[config.mk]
export PLATFORM = sky130hd
export DESIGN_NAME = rail_seq_ctrl
export DESIGN_NICKNAME = d
export VERILOG_FILES = /design/src/rtl/seq_pkg.sv /design/src/rtl/seq_sync.sv /design/src/rtl/seq_fsm.sv /design/src/rtl/seq_por.sv /design/src/rtl/seq_softstart.sv /design/src/rtl/rail_seq_ctrl.sv
export SDC_FILE = /design/constraint.sdc
export NUM_CORES = 1
export LEC_CHECK = 0
export ABC_AREA = 1
export CAP_MARGIN = 20
export CORE_ASPECT_RATIO = 2
export CORE_UTILIZATION = 27
export CTS_CLUSTER_SIZE = 30
export DETAILED_ROUTE_END_ITERATION = 7
export DONT_BUFFER_PORTS = 1
export PLACE_DENSITY = 0.41
export SLEW_MARGIN = 25
export SYNTH_ARGS = -nofsm -noshare
export SYNTH_HDL_FRONTEND = slang
export SYNTH_SLANG_ARGS = --single-unit
[constraint.sdc]
create_clock -name clk -period 2.08 [get_ports clk]
set_clock_uncertainty 0.2 [all_clocks]
set_input_delay 0.104 -clock clk [delete_from_list [all_inputs] [get_ports clk]]
set_output_delay 0.104 -clock clk [all_outputs]
set_load 0.01 [all_outputs]
[src/rtl/seq_pkg.sv]
package seq_pkg;
  typedef enum logic [2:0] {
    ST_OFF,
    ST_WAIT_READY,
    ST_CH1_UP,
    ST_CH2_WAIT,
    ST_RUN,
    ST_CH2_DOWN,
    ST_CH1_DOWN
  } seq_state_e;
endpackage

[src/rtl/seq_sync.sv]
module seq_sync #(
  parameter int W = 1
) (
  input  logic         clk,
  input  logic         rst_n,
  input  logic [W-1:0] d,
  output logic [W-1:0] q
);
  logic [W-1:0] meta;

  always_ff @(posedge clk or negedge rst_n) begin
    if (!rst_n) begin
      meta <= '0;
      q    <= '0;
    end else begin
      meta <= d;
      q    <= meta;
    end
  end
endmodule

[src/rtl/seq_fsm.sv]
module seq_fsm
  import seq_pkg::*;
#(
  parameter int CH1_DLY = 128,
  parameter int CH2_DLY = 256,
  parameter int CW      = 10
) (
  input  logic       clk,
  input  logic       rst_n,
  input  logic       tick,
  input  logic       en,
  input  logic       pwr,
  input  logic       vmon,
  input  logic       ot,
  input  logic [1:0] zero,
  input  logic       rise1,
  output seq_state_e state,
  output logic [1:0] rail_en,
  output logic [1:0] rail_fb
);
  seq_state_e nxt;
  logic [CW-1:0] cnt, cnt_n;
  logic ready;

  assign ready = en & pwr & ~ot & (&zero);

  always_comb begin
    nxt   = state;
    cnt_n = cnt;
    if (!en) begin
      nxt   = ST_OFF;
      cnt_n = '0;
    end else begin
      case (state)
        ST_OFF: begin
          nxt   = ST_WAIT_READY;
          cnt_n = '0;
        end
        ST_WAIT_READY: begin
          if (!ready) cnt_n = '0;
          else if (cnt == CW'(CH1_DLY)) begin
            nxt   = ST_CH1_UP;
            cnt_n = '0;
          end else if (tick) cnt_n = cnt + 1'b1;
        end
        ST_CH1_UP: begin
          if (ot) nxt = ST_CH2_DOWN;
          else if (rise1) begin
            nxt   = ST_CH2_WAIT;
            cnt_n = '0;
          end
        end
        ST_CH2_WAIT: begin
          if (ot) nxt = ST_CH2_DOWN;
          else if (cnt == CW'(CH2_DLY)) begin
            if (vmon) nxt = ST_RUN;
          end else if (tick) cnt_n = cnt + 1'b1;
        end
        ST_RUN: begin
          if (ot || !vmon) nxt = ST_CH2_DOWN;
        end
        ST_CH2_DOWN: begin
          if (zero[1]) nxt = ST_CH1_DOWN;
        end
        ST_CH1_DOWN: begin
          if (zero[0]) begin
            nxt   = ST_WAIT_READY;
            cnt_n = '0;
          end
        end
        default: nxt = ST_OFF;
      endcase
    end
  end

  always_ff @(posedge clk or negedge rst_n) begin
    if (!rst_n) begin
      state <= ST_OFF;
      cnt   <= '0;
    end else begin
      state <= nxt;
      cnt   <= cnt_n;
    end
  end

  always_comb begin
    rail_en = 2'b00;
    rail_fb = 2'b00;
    case (state)
      ST_CH1_UP, ST_CH2_WAIT: rail_en = 2'b01;
      ST_RUN:                 rail_en = 2'b11;
      ST_CH2_DOWN: begin
        rail_en = 2'b01;
        rail_fb = 2'b10;
      end
      ST_CH1_DOWN:            rail_fb = 2'b01;
      default: ;
    endcase
  end
endmodule

[src/rtl/seq_por.sv]
module seq_por #(
  parameter int POR_DLY = 512,
  parameter int CW      = 10
) (
  input  logic       clk,
  input  logic       rst_n,
  input  logic       tick,
  input  logic       run,
  input  logic [1:0] rise,
  input  logic [1:0] hold,
  input  logic       xen,
  input  logic       xdone,
  output logic       por
);
  logic [CW-1:0] cnt;
  logic por_q, int_done, ext_done;

  assign int_done = (cnt == CW'(POR_DLY));
  assign ext_done = ~xen | xdone;

  always_ff @(posedge clk or negedge rst_n) begin
    if (!rst_n) begin
      cnt   <= '0;
      por_q <= 1'b0;
    end else begin
      if (!run || !(&rise)) cnt <= '0;
      else if (tick && !int_done) cnt <= cnt + 1'b1;

      if (!run || !(&hold)) por_q <= 1'b0;
      else if ((&rise) && int_done && ext_done) por_q <= 1'b1;
    end
  end

  assign por = por_q & run;
endmodule

[src/rtl/seq_softstart.sv]
module seq_softstart #(
  parameter int SS_CYC = 512,
  parameter int CW     = 10
) (
  input  logic clk,
  input  logic rst_n,
  input  logic tick,
  input  logic en,
  output logic busy
);
  logic [CW-1:0] cnt;

  always_ff @(posedge clk or negedge rst_n) begin
    if (!rst_n) cnt <= '0;
    else if (!en) cnt <= '0;
    else if (tick && cnt != CW'(SS_CYC)) cnt <= cnt + 1'b1;
  end

  assign busy = en & (cnt != CW'(SS_CYC));
endmodule

[src/rtl/rail_seq_ctrl.sv]
module rail_seq_ctrl
  import seq_pkg::*;
#(
  parameter int CH1_DLY = 128,
  parameter int CH2_DLY = 256,
  parameter int POR_DLY = 512,
  parameter int SS_CYC  = 512
) (
  input  logic       clk,
  input  logic       rst_n,
  input  logic       cyc_tick,
  input  logic       en_ok,
  input  logic       pwr_ok,
  input  logic       vmon_ok,
  input  logic       ot_flag,
  input  logic       ext_dly_en,
  input  logic       ext_dly_done,
  input  logic [1:0] rail_zero,
  input  logic [1:0] pg_rise,
  input  logic [1:0] pg_hold,
  output logic [1:0] rail_en,
  output logic [1:0] rail_fb,
  output logic [1:0] ss_active,
  output logic       pwr_warn_n,
  output logic       por
);
  localparam int MAX_A = (CH1_DLY > CH2_DLY) ? CH1_DLY : CH2_DLY;
  localparam int MAX_B = (POR_DLY > SS_CYC) ? POR_DLY : SS_CYC;
  localparam int MAXD  = (MAX_A > MAX_B) ? MAX_A : MAX_B;
  localparam int CW    = $clog2(MAXD + 1);
  localparam int NIN   = 12;

  logic [NIN-1:0] raw, syn;
  logic en_s, pwr_s, vmon_s, ot_s, xen_s, xdone_s;
  logic [1:0] zero_s, rise_s, hold_s;
  seq_state_e state;

  assign raw = {en_ok, pwr_ok, vmon_ok, ot_flag, ext_dly_en, ext_dly_done,
                rail_zero, pg_rise, pg_hold};

  seq_sync #(.W(NIN)) u_sync (.clk(clk), .rst_n(rst_n), .d(raw), .q(syn));

  assign {en_s, pwr_s, vmon_s, ot_s, xen_s, xdone_s, zero_s, rise_s, hold_s} = syn;

  seq_fsm #(.CH1_DLY(CH1_DLY), .CH2_DLY(CH2_DLY), .CW(CW)) u_fsm (
    .clk(clk), .rst_n(rst_n), .tick(cyc_tick),
    .en(en_s), .pwr(pwr_s), .vmon(vmon_s), .ot(ot_s),
    .zero(zero_s), .rise1(rise_s[0]),
    .state(state), .rail_en(rail_en), .rail_fb(rail_fb)
  );

  seq_por #(.POR_DLY(POR_DLY), .CW(CW)) u_por (
    .clk(clk), .rst_n(rst_n), .tick(cyc_tick),
    .run(state == ST_RUN), .rise(rise_s), .hold(hold_s),
    .xen(xen_s), .xdone(xdone_s), .por(por)
  );

  for (genvar i = 0; i < 2; i++) begin : g_ss
    seq_softstart #(.SS_CYC(SS_CYC), .CW(CW)) u_ss (
      .clk(clk), .rst_n(rst_n), .tick(cyc_tick),
      .en(rail_en[i]), .busy(ss_active[i])
    );
  end

  assign pwr_warn_n = pwr_s & ~ot_s;
endmodule

-- Word level (Yosys, flattened, before mapping)
Index checks and enable logic that the tools add are counted.
- $add $sub $neg: 4
- multiply operators: 0
- divide/modulo/power cells: 0
- magnitude comparators: 0
- equal/unequal tests: 26
- shift operators: 0
- muxes and demuxes: 32
- bitwise operators: 10
- reductions and logical operators: 22
- operators with widths (kind ; count):
    $mux W10 ; 15
    $pmux W10 S5 ; 1
    $add A10 B1 Y10 const B ; 4
    $mux W3 ; 11
    $ne A3 B3 Y1 const B ; 7
    $pmux W3 S7 ; 1
    $ne A10 B10 Y1 const B ; 2
    $eq A10 B10 Y1 const B ; 1
    $eq A10 B8 Y1 const B ; 1
    $eq A10 B9 Y1 const B ; 1
    $eq A3 B3 Y1 const B ; 3
    $ne A4 B4 Y1 const B ; 2
    $pmux W2 S2 ; 2
    $reduce_and A8 Y1 ; 1
    $and A1 B1 Y1 ; 7
    $eq A3 B2 Y1 const B ; 2
    $ne A3 B2 Y1 const B ; 2
    $ne A6 B1 Y1 const B ; 1
    $reduce_and A2 Y1 ; 3
    $reduce_and A6 Y1 ; 1
    $logic_and A1 B1 Y1 ; 5
    $logic_not A1 Y1 ; 5
    $ne A2 B1 Y1 const B ; 2
    $ne A4 B3 Y1 const B ; 1
    8 further kinds ; 13
- bits in registers: 68
- latch bits: 0
- bits in writable memories: 0
- memory bits (read-only): 0
- input port bits: 15
- output and inout bits: 8
- logic and storage cells: 102
- memories: 0

-- Longest topological paths before layout
Gate-level depths: netlist of run 1.
- word-level depth: 6
- gate-level depth with buffers: 11
- depth with buffers taken out: 11

-- Hierarchy
From an unflattened synthesis of run 1, not the netlist that was laid out.
- cells, all modules: 528
- area, all modules: 4116.4 µm²
- by module, submodules not included (module ; instances ; cells each ; area an instance (µm²) ; sequential area each (µm²)):
    seq_softstart ; 2 ; 95 ; 719.4 ; 250.2
    seq_fsm ; 1 ; 198 ; 1286.2 ; 325.3
    seq_por ; 1 ; 111 ; 769.5 ; 275.3
    seq_sync ; 1 ; 24 ; 600.6 ; 600.6
    rail_seq_ctrl ; 1 ; 5 ; 21.3 ; 0.0

-- Worst setup path before layout of run 1
No wires, ideal clock.
- path kind: flip-flop to flip-flop
- start point: register u_fsm.cnt[0]
- end point: register u_fsm.cnt[4]
- library setup time: 0.117 ns
- arrival time: 1.434 ns
- required time: 1.763 ns
- path slack: 0.328 ns
- stages on the path, launching flop included: 10
- path buffers: 0
- period minus slack after synthesis: 1.752 ns
- path through: dfrtp_1 inv_1 ha_1 nand2_1 nor2_1 nand4_2 nand2_4 inv_6 nand3_1 nand2_1
- word-level cells in the longest chain between the ends: 6
- ends and longest elaborated chain (what ; line ; RTL):
    start, declared ; seq_fsm.sv:22 ; logic [CW-1:0] cnt, cnt_n;
    start signal, assigned ; seq_fsm.sv:82 ; cnt <= cnt_n;
    $add A10 B1 Y10 ; seq_fsm.sv:44, seq_fsm.sv:57 ;
    $mux W10 ; seq_fsm.sv:44, seq_fsm.sv:57 ;
    $mux W10 (on tied branches) ; seq_fsm.sv:55, seq_fsm.sv:41 ;
    $mux W10 (on tied branches) ; seq_fsm.sv:54, seq_fsm.sv:40 ;
    $pmux W10 S5 ; seq_fsm.sv:34 ; case (state)
    $mux W10 ; seq_fsm.sv:30 ; if (!en) begin
Parallel ways exist; a longest one is shown, timed or not. The select of a mux whose other input is x is not followed.
A chain may end at the register's enable or synchronous reset.

-- Worst setup path after layout of run 1
- start point: register u_fsm.state[0]
- end point: output ss_active[0]
- word-level cells in the longest chain between the ends: 4
- ends and longest elaborated chain (what ; line ; RTL):
    start, declared ; seq_fsm.sv:17 ; output seq_state_e state,
    start signal, assigned ; seq_fsm.sv:81 ; state <= nxt;
    $eq A3 B2 Y1 / $eq A3 B3 Y1 (equally long branches) ; seq_fsm.sv:89 ; case (state)
    $reduce_or A3 Y1 (no source line) ; - ;
    $pmux W2 S2 * ; seq_fsm.sv:89 ;
    $and A1 B1 Y1 * ; seq_softstart.sv:19 ; assign busy = en & (cnt != CW'(SS_CYC));
    end, declared ; rail_seq_ctrl.sv:23 ; output logic [1:0] ss_active,
Every way passes the cells marked *; elsewhere a longest branch is shown, timed or not.

==> reports/results.ini, run 1 <==
[clocking]
clk-insertion-delay-late_ns = 0.33
clock_tree.htree_level_count = 3
largest_buffer_count_on_any_clock_path = 2
numCtsBuffers = 9
clock-sinks = 68
tritoncts = done
cts_root_buffer = clkbuf_16
clock_pin_slew_reported_for_the_worst_setup_and_hold_paths_after_clock_tree_synthesis_ns = 0.06

[placed_design]
placement.io_buffers = 0
gp_congestion = 0.8217
place.detailed.instances = 705
dpl.hpwl_um = 7431

[power]
ir_worst_vdd_mv = 0.5218
power-per-cell-area_nw_per_um2 = 796.4
intPower_w = 0.002576
p_leak_nw = 2.197
power.share.combinational_pct = 20.1
seqPwrFrac_pct = 39.1
power.switching_fraction_pct = 30.77
clock_share_of_power_pct = 40.8
power.switching_w = 0.001145

[logic_synthesis]
async_flop_share_pct = 100.0
synth_commonest_cells = 132 x nand2_1, 68 x dfrtp_1, 63 x nor2_1
synth-edff-count = 0
synthesis_warnings = 0
yosysTopAreaCellShare_pct = 43.91
synth_cell_type_count = 35
yosysSeqAreaShare_pct = 43.91
netlist_instances = 511
ys.flop_type = dfrtp_1
synth.net_count = 534
synth.area.top_cells = dfrtp_1 44%, nand2_1 13%, nand3_1 8.0%, nor2_1 6.1%, inv_1 5.1%
syn_avg_cell_area_sq_um = 7.583
netlist_area_before_placement_sq_um = 3875
synthDominantAreaCellType = dfrtp_1
synth-seq-cells = 68
post-synth-top-count-cell = nand2_1

[floorplanning]
die_h_um = 171.4
core.rowCount = 61
die_width_um = 86.71
initial_core_util_pct = 27.74
ios = 23
die_area_sq_um = 14860
core_area_sq_um = 13970

[global_route]
grt_antenna_before_repair = 0
use_met1_pct = 14.62
grt_util_met2_pct = 28.50
grt_overflow = 0
globalRouteMet3Util_pct = 2.687
groute.usage.overall_pct = 14.93
globalRoute.busiestLayer = met2
global_route_wire_length_before_repair_um = 16710
grt_max_degree = 69
first_global_vias = 3458

[critical_path]
path_max_fanout = 7
cp_data_arrival_time_ns = 1.70
setup.worst_path.start = u_fsm.state[0]$_DFFE_PN0P_
startpoint_type = flop
criticalPathCategory = reg -> out
r2r_end = u_fsm.cnt[3]$_DFFE_PN0P_
crit_path_end_kind = output port
ff2ff_path_depth = 12
timing.reg2reg.setup_slack_ns = 0.15
regToRegStartpoint = u_fsm.state[0]$_DFFE_PN0P_
worst-endpoint-required_ns = 1.78

[final_layout]
areaGrowthSynthToFinish_pct = 20.57
fill_cells = 1462
multi_input_area_sq_um = 1886
final_layout_size_suffix_gt1_share_pct = 13.66
number_of_nets_in_the_layout = 567
antenna_diode_count = 0
ff_latch_area_sq_um = 1704
finalNonFillerCells = 738

[routing]
route.final.wire_length_um = 10010
route.detailed.drc = 0
number_of_optimization_iterations_in_the_first_detailed_route_pass = 4
total_number_of_vias = 3410
final_antenna_net_count = 0
initialDrtViolationCount = 217
drt-vias-per-instance = 4.621
post_dr_wirelength_cell_um = 13.56

[hold_path]
min_delay_worst_endpoint = g_ss[1].u_ss.cnt[0]$_DFFE_PN0P_
worstHoldStart = cyc_tick
min_path_cells = 3
holdCritPathClass = in -> reg

[sta]
final-hold-violation-count = 0
max_slew.worst_pin.slew_ns = 0.4808
hold-worst-slack_ns = 0.04533
slew_violations = 0
period_minus_slack_ns = 2.006
timing.fmax_mhz = 498.6
final-setup-viol-count = 0
post-route-period-util_pct = 96.42
worst_slew_margin_rel_pct = 67.84

[outcome]
status = finished clean

[job]
max-cap-violations = 0

-- stage by stage --
stage          util (%)  setup slack [ns]  cell area [sq um]    TNS, ns  power [W]
2_1_floorplan         -            0.3284               3875          0   0.001936
3_3_place_gp      29.71            0.1145               4149          0   0.002096
3_5_place_dp      29.71           0.05126               4149          0   0.002093
4_1_cts           33.23           0.02453               4641          0   0.003771
5_1_grt           33.45         -0.005343               4672  -0.008848   0.003927
6_report          33.45           0.07446               4672          0   0.003721
-- cells by family after synthesis --
kind of cell	Yosys count	share of synthesized area [%]
simple gates	317	38.04
flops	68	43.91
compound gates	37	5.263
buf+inv	72	8.169
xor+xnor	9	2.034
fa+ha+maj	8	2.583
-- power groups by stage --
stage,clock (W),sequential (W),combinational (W)
2_1_floorplan,0,0.00145,0.000482
3_3_place_gp,0,0.00147,0.000628
3_5_place_dp,0,0.00147,0.000624
4_1_cts,0.00159,0.00145,0.000737
5_1_grt,0.00164,0.00146,0.000823
6_report,0.00152,0.00145,0.000749
-- final cells by class --
class,instances,area share (%)
sequential,68,36.48
timing repair buffer,33,6.749
multi-input combinational,371,40.36
clock inverter,6,1.393
tap,189,5.062
inverter,61,5.062
clock buffer,10,4.901
-- cells in the final DEF, fill, tap and decap left out, types with 7 or more instances in the layout --
cell and instances:
nor3_1 12, inv_2 7, dfrtp_1 66, a21oi_1 14
xor2_1 7, nor2_1 61, dlygate4sd3_1 14, nand4_1 18
buf_4 17, clkbuf_16 9, ha_1 8, nand3_1 62
o21ai_0 18, inv_1 52, nand2_1 132
-- what timing repair did --
action	in CTS	in global routing
resized for setup	2	8
pin swaps	1	1
cloned	0	0
endpoints found under the setup margin	1	19
buffers inserted	1	1
hold buffers	15	0
endpoints found under the hold margin	96	0
-- worst max path at each step --
stage	end	slack, ns
2_1_floorplan	u_fsm.cnt[4]$_DFFE_PN0P_	0.33
3_3_place_gp	u_fsm.cnt[4]$_DFFE_PN0P_	0.11
3_5_place_dp	u_fsm.cnt[4]$_DFFE_PN0P_	0.05
4_1_cts	ss_active[0]	0.02
5_1_grt	ss_active[0]	-0.005
6_report	ss_active[0]	0.07
-- worst max-delay path, stage by stage, from the launching register on --
cell	delay [ns]
dfrtp_2	0.46
inv_4	0.11
nand2_2	0.09
nor2_4	0.21
nor3_4	0.07
buf_12	0.14
nor2_4	0.14
buf_4	0.14
-- metal layers --
layer  routed length, um  share of wire [%]  up-vias
li1                    -                  -     1713
met1                3667                 37     1609
met2                5714                 57       66
met3                 248                2.5       22
met4                 376                3.8        0
met5                   0                  0        -
-- state kept, by name, indices dropped and copies added, names as in the netlist --
register / flops
u_sync.q: 12
u_sync.meta: 12
u_por.por_q: 1
u_por.cnt: 10
u_fsm.cnt: 10
g_ss.u_ss.cnt: 20
u_fsm.state: 3
No activity file was read; power rests on OpenSTA's default activity.
==> inputs of run 2 (changes only) <==
--- a/config.mk
+++ b/config.mk
@@ -7,12 +7,14 @@
 export LEC_CHECK = 0
 export ABC_AREA = 1
 export CAP_MARGIN = 20
+export CELL_PAD_IN_SITES_DETAIL_PLACEMENT = 0
+export CELL_PAD_IN_SITES_GLOBAL_PLACEMENT = 1
 export CORE_ASPECT_RATIO = 2
 export CORE_UTILIZATION = 27
 export CTS_CLUSTER_SIZE = 30
 export DETAILED_ROUTE_END_ITERATION = 7
 export DONT_BUFFER_PORTS = 1
-export PLACE_DENSITY = 0.41
+export PLACE_DENSITY = 0.51
 export SLEW_MARGIN = 25
 export SYNTH_ARGS = -nofsm -noshare
 export SYNTH_HDL_FRONTEND = slang
==> constraint.sdc (replaced) <==
create_clock -name clk -period 2.3 [get_ports clk]
set_clock_uncertainty 0.2 [all_clocks]
set_input_delay 0.115 -clock clk [delete_from_list [all_inputs] [get_ports clk]]
set_output_delay 0.115 -clock clk [all_outputs]
set_load 0.01 [all_outputs]
==> run 2 against run 1 <==
Final cell count decreased by 1.1%. Sequential share of layout area up 0.40 points. Critical path depth rose by 2. Worst setup slack improved by 0.074 ns. Die area unchanged. Power down 6.6%. Global-route usage is 1.2 points higher. Non-clock buffer count is 8 lower. Flip-flop and latch count stayed put. Worst hold slack better by 0.0072 ns. Highest routed layer unchanged.
==> reports/results.ini, run 2 (synthesis results as in run 1) <==
[clocking]
largest_buffer_count_on_any_clock_path = 2
cts_root_buffer = clkbuf_16
clock-sinks = 68
postCtsSetupBuffers = 0
clock_tree.htree_level_count = 3
tritoncts = done
clock_pin_slew_reported_for_the_worst_setup_and_hold_paths_after_clock_tree_synthesis_ns = 0.06
numCtsBuffers = 9
clk-insertion-delay-late_ns = 0.33

[routing]
initialDrtViolationCount = 184
drt-vias-per-instance = 4.651
final_antenna_net_count = 0
post_dr_wirelength_cell_um = 14.89
route.detailed.drc = 0
total_number_of_vias = 3395
number_of_optimization_iterations_in_the_first_detailed_route_pass = 5
route.final.wire_length_um = 10870

[sta]
final-hold-violation-count = 0
rsz0062_at_grt = no
max_slew.worst_pin.slew_ns = 0.5360
timing.fmax_mhz = 464.8
period_minus_slack_ns = 2.151
fin_ws_ns = 0.1486
post-route-period-util_pct = 93.54
setup_tns_ns = 0
slew_violations = 0
final-setup-viol-count = 0
worst_slew_margin_rel_pct = 64.15

[final_layout]
final_layout_size_suffix_gt1_share_pct = 11.65
areaGrowthSynthToFinish_pct = 19.08
design_area_sq_um = 4614
fill_cells = 1495
number_of_nets_in_the_layout = 559
largest_register_ffs = 20
multi_input_area_sq_um = 1862
antenna_diode_count = 0
ff_latch_area_sq_um = 1702
reg.largest.list = g_ss.u_ss.cnt: 20 flops, u_sync.meta: 12 flops, u_sync.q: 12 flops
final_cell_mix = 132 x nand2_1, 68 x dfrtp_1, 63 x nor2_1, 61 x nand3_1, 53 x inv_1
largest_register = g_ss.u_ss.cnt
mostFrequentLayoutCell = nand2_1
finalNonFillerCells = 730

[global_route]
first_global_vias = 3429
grt_overflow = 0
grt_max_degree = 69
grt_antenna_before_repair = 0
global_route_wire_length_before_repair_um = 17460
groute.usage.overall_pct = 16.17

[power]
post-layout-total-power_w = 0.003477
ir_worst_vdd_mv = 0.4778
power-per-cell-area_nw_per_um2 = 753.4
p_leak_nw = 2.175

[critical_path]
criticalPathCategory = reg -> reg
startpoint_type = flop
timing.reg2reg.setup_slack_ns = 0.15
regToRegStartpoint = u_fsm.cnt[0]$_DFFE_PN0P_
cp_common_cell = nand2_1
path_max_fanout = 9
critPathSlowestCell = dfrtp_1
ff2ff_path_depth = 9
timing.critical_path.slowest_cell_delay_ns = 0.43
worst-endpoint-required_ns = 2.32
cp_data_arrival_time_ns = 2.17
crit_path_end_kind = flop
path_cells = inv_1, ha_1, nand2_1, nor2_1, nand4_2, nand2_4, inv_6, nand3_1, nand2_1
r2r_end = u_fsm.cnt[4]$_DFFE_PN0P_

[outcome]
status = finished clean

[floorplanning]
initial_core_util_pct = 27.74
die_area_sq_um = 14860
die_width_um = 86.71
core.rowCount = 61
ios = 23
core_area_sq_um = 13970
die_h_um = 171.4

[hold_path]
min_path_cells = 3
holdCritPathClass = in -> reg
min_delay_worst_endpoint = g_ss[1].u_ss.cnt[1]$_DFFE_PN0P_
worstHoldStart = cyc_tick

[job]
max-cap-violations = 0

[placed_design]
dpl-instance-area_sq_um = 4104
setup_slack_placement_ns = 0.1438
place.detailed.instances = 699
placement.io_buffers = 0
dpl.hpwl_um = 8137
gp_congestion = 0.8107

## run 2: cell count changes in the layout (fill, tap and decap cells not counted), sizes merged
| cell | previous run | this run |
|---|---|---|
| buf | 19 | 11 |
| bufinv | 1 | 2 |
| clkbuf | 10 | 13 |
| clkinv | 4 | 0 |
## run 2: worst max-delay path by stage
stage / startpoint / endpoint / slack, ns / cells after the start
floorplan: u_fsm.cnt[0]$_DFFE_PN0P_ / u_fsm.cnt[4]$_DFFE_PN0P_ / 0.55 / 9
global placement: u_fsm.cnt[0]$_DFFE_PN0P_ / u_fsm.cnt[6]$_DFFE_PN0P_ / 0.12 / 11
detailed placement: u_fsm.cnt[0]$_DFFE_PN0P_ / u_fsm.cnt[6]$_DFFE_PN0P_ / 0.14 / 11
CTS: u_fsm.cnt[0]$_DFFE_PN0P_ / u_fsm.cnt[7]$_DFFE_PN0P_ / 0.14 / 11
global route: u_fsm.cnt[0]$_DFFE_PN0P_ / u_fsm.cnt[7]$_DFFE_PN0P_ / 0.01 / 10
finish: u_fsm.cnt[0]$_DFFE_PN0P_ / u_fsm.cnt[4]$_DFFE_PN0P_ / 0.15 / 9
## run 2: timing repair
action	CTS	global route
endpoints found under the hold margin	94	0
gates resized for setup	0	1
hold buffers	15	0
endpoints found under the setup margin	0	1
## run 2: per-layer routing
metal,vias to the layer above,share of wire [%],track usage [%]
li1,1694,-,-
met1,1622,35,15.02
met2,55,58,31.26
met3,24,2.1,3.071
met4,0,4.4,10.22
met5,-,0,0
## run 2: area by class of cell
cell class	instances	share of cell area (%)
Multi-Input combinational cell	371	40.35
Tap cell	189	5.125
Inverter	61	5.070
Sequential cell	68	36.88
Timing Repair Buffer	25	5.260
Clock buffer	13	5.857
Clock inverter	3	1.464
## run 2: critical path, delay by kind of cell (launching register included)
kind                       cells  cell delay [ns]
adders and majority gates      1             0.21
buffers and inverters          2             0.25
DFF                            1             0.43
and+or+nand+nor                6             0.95
## run 2: power breakdown
part	internal, W	switching [W]
combinational	0.000176	0.000420
clock	0.00104	0.000522
sequential	0.00125	0.0000697
total	0.00246	0.00101
## run 2: through the flow
stage	utilization (%)	hold WS (ns)
finish	33.04	0.05249
global route	33.04	0.1193
CTS	33.00	0.05509
detailed placement	29.38	-0.3787
global placement	29.38	-0.3786
floorplan	-	-0.3806
==> inputs of run 3 (changes only) <==
--- a/config.mk
+++ b/config.mk
@@ -10,11 +10,13 @@
 export CELL_PAD_IN_SITES_DETAIL_PLACEMENT = 0
 export CELL_PAD_IN_SITES_GLOBAL_PLACEMENT = 1
 export CORE_ASPECT_RATIO = 2
+export CORE_MARGIN = 4
 export CORE_UTILIZATION = 27
 export CTS_CLUSTER_SIZE = 30
 export DETAILED_ROUTE_END_ITERATION = 7
 export DONT_BUFFER_PORTS = 1
 export PLACE_DENSITY = 0.51
+export RECOVER_POWER = 100
 export SLEW_MARGIN = 25
 export SYNTH_ARGS = -nofsm -noshare
 export SYNTH_HDL_FRONTEND = slang
==> run 3 against run 2 <==
Sequential share of layout area increased by 0.65 points. Largest cell class unchanged. Power fell by 3.9%. Sequential power is essentially flat. Clock power shrank 7%. Global-route usage is 2.3 points lower. Combinational power fell by 2%. Flip-flop and latch count unchanged. Core utilization down 0.57 points. Highest routed layer unchanged.
==> reports/results.ini, run 3 (synthesis results as in run 1) <==
[outcome]
status = finished clean

[power]
seqPwrFrac_pct = 39.2
power.switching_fraction_pct = 31.25
ir_worst_vdd_mv = 0.5304
clock_share_of_power_pct = 43.3
power.switching_w = 0.001044
p_leak_nw = 2.152
intPower_w = 0.002296
power-per-cell-area_nw_per_um2 = 736.7
power.share.combinational_pct = 17.5

[sta]
timing.fmax_mhz = 474.7
setup_tns_ns = 0
slew_violations = 0
final-setup-viol-count = 0
period_minus_slack_ns = 2.106
worst_slew_margin_rel_pct = 33.98
rsz0062_at_grt = no
final-hold-violation-count = 0
post-route-period-util_pct = 91.59
max_slew.worst_pin.slew_ns = 0.9903

[placed_design]
place.detailed.instances = 700
dpl.hpwl_um = 7888
gp_congestion = 0.8505
placement.io_buffers = 0

[routing]
total_number_of_vias = 3333
route.detailed.drc = 0
route.final.wire_length_um = 10510
drt-vias-per-instance = 4.560
initialDrtViolationCount = 181
number_of_optimization_iterations_in_the_first_detailed_route_pass = 4
final_antenna_net_count = 0
post_dr_wirelength_cell_um = 14.38

[final_layout]
final_layout_size_suffix_gt1_share_pct = 10.52
mostFrequentLayoutCell = nand2_1
largest_register = g_ss.u_ss.cnt
areaGrowthSynthToFinish_pct = 17.02
fill_cells = 1512
largest_register_ffs = 20
reg.largest.list = g_ss.u_ss.cnt: 20 flops, u_sync.meta: 12 flops, u_sync.q: 12 flops
finalNonFillerCells = 731
number_of_nets_in_the_layout = 560
antenna_diode_count = 0
final_cell_mix = 132 x nand2_1, 68 x dfrtp_1, 66 x nor2_1, 62 x nand3_1, 55 x inv_1

[floorplanning]
die_area_sq_um = 16450
die_h_um = 177.4
ios = 23
core_area_sq_um = 13970
core.rowCount = 61
initial_core_util_pct = 27.74
die_width_um = 92.71

[global_route]
groute.usage.overall_pct = 13.88
grt_overflow = 0
grt_antenna_before_repair = 0
first_global_vias = 3448
grt_max_degree = 69
global_route_wire_length_before_repair_um = 17390

[clocking]
largest_buffer_count_on_any_clock_path = 2
clock-sinks = 68
clk-insertion-delay-late_ns = 0.34
numCtsBuffers = 9
clock_tree.htree_level_count = 3
cts_root_buffer = clkbuf_16
clock_pin_slew_reported_for_the_worst_setup_and_hold_paths_after_clock_tree_synthesis_ns = 0.06
tritoncts = done
postCtsSetupBuffers = 0

[hold_path]
min_path_cells = 6
min_delay_worst_endpoint = u_fsm.cnt[2]$_DFFE_PN0P_
holdCritPathClass = in -> reg
worstHoldStart = cyc_tick

[critical_path]
r2r_end = u_fsm.cnt[1]$_DFFE_PN0P_
ff2ff_path_depth = 10
worst-endpoint-required_ns = 2.32
regToRegStartpoint = u_fsm.state[0]$_DFFE_PN0P_
crit_path_end_kind = flop
timing.reg2reg.setup_slack_ns = 0.19
cp_data_arrival_time_ns = 2.12
criticalPathCategory = reg -> reg
startpoint_type = flop
path_max_fanout = 9

[job]
max-cap-violations = 0

[run 3: timing repair]
item	4_1_cts	5_1_grt
endpoints found under the setup margin	0	1
endpoints found under the hold margin	95	0
gates resized for setup	0	1
hold buffers	15	0
[run 3: critical path: stages (launching register included)]
cell and delay [ns]:
dfrtp_1 0.47, inv_2 0.13, nand2_2 0.10, nor2_1 0.42, nand2_4 0.10, nand2_2 0.10, nor2_4 0.06, nand2_2 0.18
inv_6 0.08, nand3_2 0.08, nand2_1 0.06
[run 3: power groups by stage]
stage | Sequential, W | Combinational, W | Clock (W)
2_1_floorplan | 0.00132 | 0.000436 | 0
3_3_place_gp | 0.00133 | 0.000568 | 0
3_5_place_dp | 0.00133 | 0.000568 | 0
4_1_cts | 0.00131 | 0.000625 | 0.00150
5_1_grt | 0.00132 | 0.000667 | 0.00154
6_report | 0.00131 | 0.000585 | 0.00145
[run 3: worst max-delay path by stage]
| stage | endpoint | slack, ns | depth (start not counted) | from |
|---|---|---|---|---|
| 6_report | u_fsm.cnt[1]$_DFFE_PN0P_ | 0.19 | 10 | u_fsm.state[0]$_DFFE_PN0P_ |
| 5_1_grt | u_fsm.cnt[8]$_DFFE_PN0P_ | 0.03 | 10 | u_fsm.state[0]$_DFFE_PN0P_ |
| 4_1_cts | u_fsm.cnt[7]$_DFFE_PN0P_ | 0.25 | 11 | u_fsm.cnt[0]$_DFFE_PN0P_ |
| 3_5_place_dp | u_fsm.cnt[7]$_DFFE_PN0P_ | 0.26 | 11 | u_fsm.cnt[0]$_DFFE_PN0P_ |
| 3_3_place_gp | u_fsm.cnt[5]$_DFFE_PN0P_ | 0.27 | 11 | u_fsm.cnt[0]$_DFFE_PN0P_ |
| 2_1_floorplan | u_fsm.cnt[4]$_DFFE_PN0P_ | 0.55 | 9 | u_fsm.cnt[0]$_DFFE_PN0P_ |
[run 3: per-layer routing]
| layer | vias to the layer above | wire [um] | GRT usage, % | part of all wire, % |
|---|---|---|---|---|
| li1 | 1698 | - | - | - |
| met1 | 1562 | 3742 | 13.59 | 36 |
| met2 | 50 | 6037 | 26.74 | 57 |
| met3 | 23 | 333 | 3.055 | 3.2 |
| met4 | 0 | 399 | 6.850 | 3.8 |
| met5 | - | 0 | 0 | 0 |
[run 3: stage by stage]
step                setup WS (ns)  power, W  utilization (%)  hold WS, ns  area [sq um]
floorplan                  0.5484  0.001751                -      -0.3806          3875
global placement           0.2741  0.001898            29.44      -0.3780          4111
detailed placement         0.2563  0.001900            29.44      -0.3773          4111
CTS                        0.2526  0.003440            32.84      0.01653          4587
global route              0.02610  0.003521            32.46      0.06809          4534
finish                     0.1935  0.003340            32.46     0.009909          4534
[run 3: cell type report]
type                            count  area (sq um)  area share [%]
Sequential cell                    68          1702           37.53
Timing Repair Buffer               26         221.5           4.884
Inverter                           61         234.0           5.160
Clock inverter                      6         68.82           1.518
Tap cell                          189         236.5           5.215
Multi-Input combinational cell    371          1833           40.42
Clock buffer                       10         239.0           5.270
